--- src/rtl/pc_step_pkg.sv ---
package pc_step_pkg;
  // width of the step-length code; the largest step is 6
  localparam int LEN_W = 3;
  localparam int REG_BYTES = 1;
  localparam int CONST_BYTES = 4;

  typedef struct packed {
    logic [LEN_W-1:0] stepLen;   // bytes to advance
    logic             clearOut;  // synchronous clear of the output register
  } stepCtrl_t;
endpackage

--- src/rtl/pc_step_ctrl.sv ---
module pc_step_ctrl
  import pc_step_pkg::*;
(
  input  logic      rstN,
  input  logic      hasRegByte,
  input  logic      hasConstWord,
  output stepCtrl_t ctrl
);
  always_comb begin
    ctrl.stepLen = LEN_W'(1);
    if (hasRegByte)   ctrl.stepLen = ctrl.stepLen + LEN_W'(REG_BYTES);
    if (hasConstWord) ctrl.stepLen = ctrl.stepLen + LEN_W'(CONST_BYTES);
    ctrl.clearOut = !rstN;
  end
endmodule

--- src/rtl/pc_step_hi_inc.sv ---
module pc_step_hi_inc #(
  parameter int W = 29
) (
  input  logic [W-1:0] hiIn,
  output logic [W-1:0] hiPlus
);
  // starts as soon as the PC is stable; does not depend on decode
  assign hiPlus = hiIn + {{(W-1){1'b0}}, 1'b1};
endmodule

--- src/rtl/pc_step_datapath.sv ---
module pc_step_datapath
  import pc_step_pkg::*;
#(
  parameter int PC_W    = 32,
  parameter int LOW_W   = 3,
  parameter bit OUT_REG = 1'b1
) (
  input  logic            clk,
  input  logic [PC_W-1:0] pcSel,
  input  stepCtrl_t       ctrl,
  output logic [PC_W-1:0] nextPc
);
  localparam int HI_W = PC_W - LOW_W;

  logic [HI_W-1:0]  hiPlus;
  logic [LOW_W:0]   lowSum;
  logic [PC_W-1:0]  sumComb;

  pc_step_hi_inc #(.W(HI_W)) hiInc (
    .hiIn  (pcSel[PC_W-1:LOW_W]),
    .hiPlus(hiPlus)
  );

  // narrow add on the late path: low PC bits plus decoded length
  assign lowSum = {1'b0, pcSel[LOW_W-1:0]}
                + {{(LOW_W+1-LEN_W){1'b0}}, ctrl.stepLen};

  // carry picks the pre-incremented or the unchanged upper field
  assign sumComb = {lowSum[LOW_W] ? hiPlus : pcSel[PC_W-1:LOW_W],
                    lowSum[LOW_W-1:0]};

  generate
    if (OUT_REG) begin : gReg
      logic [PC_W-1:0] outQ;
      always_ff @(posedge clk) begin
        if (ctrl.clearOut) outQ <= '0;
        else               outQ <= sumComb;
      end
      assign nextPc = outQ;
    end else begin : gComb
      assign nextPc = sumComb;
    end
  endgenerate
endmodule

--- src/rtl/pc_step_unit.sv ---
module pc_step_unit
  import pc_step_pkg::*;
#(
  parameter int PC_W    = 32,
  parameter int LOW_W   = 3,
  parameter bit OUT_REG = 1'b1
) (
  input  logic            clk,
  input  logic            rstN,
  input  logic [PC_W-1:0] pcSel,
  input  logic            hasRegByte,
  input  logic            hasConstWord,
  output logic [PC_W-1:0] nextPc
);
  stepCtrl_t ctrl;

  pc_step_ctrl ctrlU (
    .rstN        (rstN),
    .hasRegByte  (hasRegByte),
    .hasConstWord(hasConstWord),
    .ctrl        (ctrl)
  );

  pc_step_datapath #(.PC_W(PC_W), .LOW_W(LOW_W), .OUT_REG(OUT_REG)) dpU (
    .clk   (clk),
    .pcSel (pcSel),
    .ctrl  (ctrl),
    .nextPc(nextPc)
  );
endmodule

--- config.mk ---
export PLATFORM = sky130hd
export DESIGN_NAME = pc_step_unit
export DESIGN_NICKNAME = d
export VERILOG_FILES = /design/src/rtl/pc_step_pkg.sv /design/src/rtl/pc_step_ctrl.sv /design/src/rtl/pc_step_hi_inc.sv /design/src/rtl/pc_step_datapath.sv /design/src/rtl/pc_step_unit.sv
export SDC_FILE = /design/constraint.sdc
export NUM_CORES = 1
export LEC_CHECK = 0
export BUFFER_PORTS_ARGS = -buffer_cell sky130_fd_sc_hd__buf_2
export CAP_MARGIN = 20
export CORE_MARGIN = 5
export CORE_UTILIZATION = 25
export DETAILED_ROUTE_END_ITERATION = 12
export GPL_ROUTABILITY_DRIVEN = 0
export PLACE_DENSITY = 0.45
export REMOVE_ABC_BUFFERS = 1
export SLEW_MARGIN = 5
export SYNTH_ARGS = -nofsm -noshare
export SYNTH_HDL_FRONTEND = slang
export SYNTH_SLANG_ARGS = --single-unit
export TNS_END_PERCENT = 50
--- constraint.sdc ---
create_clock -name clk -period 3.15 [get_ports clk]
set_clock_uncertainty 0.15 [all_clocks]
set_input_delay 0.63 -clock clk [delete_from_list [all_inputs] [get_ports clk]]
set_output_delay 0.63 -clock clk [all_outputs]
set_load 0.005 [all_outputs]
==> impl_metrics.yaml <==
global_routing:
  grtUsageMet2_pct: 17.56
  grt-busiest-layer: "met2"
  grt_max_degree: 33
  gr-total-overflow: 0
  use_met3_pct: 3.589
  grt_pass1_wl_um: 6858
  antenna_found_initial: 0
  grt_usage_pct: 10.47
  grt_pass1_vias: 1448
  met1_usage_pct: 12.21
floorplanning:
  core_um2: 6277
  die_w_um: 89.92
  die_h_um: 89.92
  boundaryPins: 68
  die-area_um2: 8085
  initial_core_util_pct: 25.43
  rows: 29
placed_design:
  dpl_cell_area_um2: 2013
  place_inst: 310
  port_buffers: 67
  hpwl_um: 3215
min_path:
  hold_class: "primary input to flip-flop"
pwr:
  p_sw_share_pct: 26.11
  comb_power_share_pct: 16.0
  p_leak_nw: 0.9581
  p_per_area_nw_per_um2: 432.9
  vdd_drop_max_mv: 0.1755
  power_switching_mw: 0.2380
  seq_power_share_pct: 47.8
  p_int_mw: 0.6735
  power_frac_clock_pct: 36.2
logic_synthesis:
  synth.top_cell.area_share_pct: 40.13
  synthTopCellsByArea: "dfxtp_1, xnor2_1, and2_1"
  synth_cell_types: 29
  yosysTopAreaCell: "dfxtp_1"
  ys_ff_latch: 32
  seq_area_frac_synth_pct: 40.13
  syn_area_per_cell_um2: 9.336
  synth_area_um2: 1597
  yosys_warnings: 0
  postSynthCellCount: 171
routing:
  drt_iter0_markers: 36
  ant_nets: 0
  drt_pass1_iterations: 4
  num_vias: 1393
  wl_um: 4105
  drc: 0
  wl_per_cell_um: 12.91
  avgViaCountPerCell: 4.381
clock_network:
  post_cts_buffers: 0
  htreeDepth: 2
  cts_tree: "yes"
  ctsRootBufferMaster: "clkbuf_8"
  ctsHoldBuffers: 0
  cts_buffers: 5
  cts.clk_slew.worst_paths_ps: 70
  post_cts_resized: 0
  clockBufferDepth: 2
  cts.sinks: 32
timing:
  hold_ws_ps: 478.6
  worst_pin_slew_ps: 720.1
  fin_crit_sh_pct: 67.71
  slew_headroom_pct: 51.73
  grt_setup_unrepaired: "false"
  setup_violations: 0
  tns_ps: 0
  fin_crit_ps: 2133
  fmax_mhz: 468.9
  hold_violations: 0
  slew_violations: 0
worst_setup_path:
  path_depth: 8
  cp_data_arrival_time_ps: 2160
  cp.required_ps: 3180
  crit_buf_inv: 2
  cp-start-kind: "primary input"
  crit_type: "primary input to flip-flop"
  critPathCaptureType: "flip-flop"
  startpoint: "pcSel[2]"
  worstSetupEndpoint: "dpU.nextPc[28]"
  crit_family: "simple AND/OR/NAND/NOR gates"
  cp_cell_sequence: "buf_2 > ha_1 > nand3_1 > nand2_1 > buf_4 > nand4_1 > xnor2_1 > and2_1"
  slowest_delay_ps: 320
  crit_path_top_delay_cell: "ha_1"
  path_max_fanout: 13
layout:
  final_cells: 318
  fin_nets: 281
  diodes: 0
  largest_reg_flops: 32
  area_growth_pct: 31.90
  drive_above_1_share_pct: 34.44
  final_common_cell: "buf_2"
  final_area_um2: 2106
  final_util_pct: 33.55
  final_cell_mix: "buf_2, dfxtp_1, and2_1"
status:
  status: "finished clean"
job:
  drv_cap: 0
-- power by group through the flow --
stage / logic (mW) / clock network [mW] / registers [mW]
final: 0.146 / 0.330 / 0.436
after global placement: 0.147 / 0 / 0.445
after floorplan: 0.0623 / 0 / 0.449
after global routing: 0.165 / 0.365 / 0.438
after detailed placement: 0.149 / 0 / 0.445
after CTS: 0.149 / 0.346 / 0.436
-- logic make-up (layout without fill, tap and decap cells) --
| kind of cell | count (synthesis) | in the layout | share of synthesized area (%) |
|---|---|---|---|
| simple gates | 91 | 91 | 35.89 |
| flops | 32 | 32 | 40.13 |
| xor+xnor | 28 | 28 | 15.36 |
| buf+inv | 10 | 80 | 2.351 |
| fa+ha+maj | 5 | 5 | 4.389 |
| compound gates | 5 | 5 | 1.881 |
-- final cells by class --
type	count	area, um2
repair buffers	68	342.8
clock inverters	2	10.01
inverters	4	15.01
flip-flops and latches	32	640.6
fillers	693	4172
multi-input cells	129	918.4
clock buffers	6	82.58
well taps	77	96.34
-- cells in the mapped netlist, drive strengths merged --
cell     n
or3      1
and4bb   1
nor4     3
nand4   14
o21ai    1
xnor2   21
xor2     7
a21oi    2
fa       1
dfxtp   32
and2    29
nand4b   2
nand3   10
and3     4
nor2     3
nand2   14
ha       4
nor3     5
nor2b    3
a21boi   2
inv      4
clkbuf   6
and4     2
-- stage by stage --
step           setup WS [ps]  power [mW]
2_1_floorplan          904.4      0.5117
3_3_place_gp           718.9      0.5927
3_5_place_dp           721.0      0.5937
4_1_cts                 1022      0.9313
5_1_grt                874.0      0.9685
6_report                1017      0.9115
-- metal layers --
layer / share of wire (%) / vias to the layer above / wire length (um)
met5: 0 / - / 0
met3: 5.2 / 4 / 213
met1: 47 / 631 / 1918
met2: 47 / 42 / 1911
met4: 1.5 / 0 / 60
li1: - / 716 / -
-- worst min path at each step --
stage	to	startpoint	cells past startpoint	slack, ps
after floorplan	dpU.nextPc[0]	rstN	1	600
after global placement	dpU.nextPc[31]	pcSel[31]	3	770
after global routing	dpU.nextPc[31]	pcSel[31]	3	470
after detailed placement	dpU.nextPc[31]	pcSel[31]	3	770
final	dpU.nextPc[31]	pcSel[31]	3	480
after CTS	dpU.nextPc[31]	pcSel[31]	3	470
No activity file was read; power rests on OpenSTA's default activity.
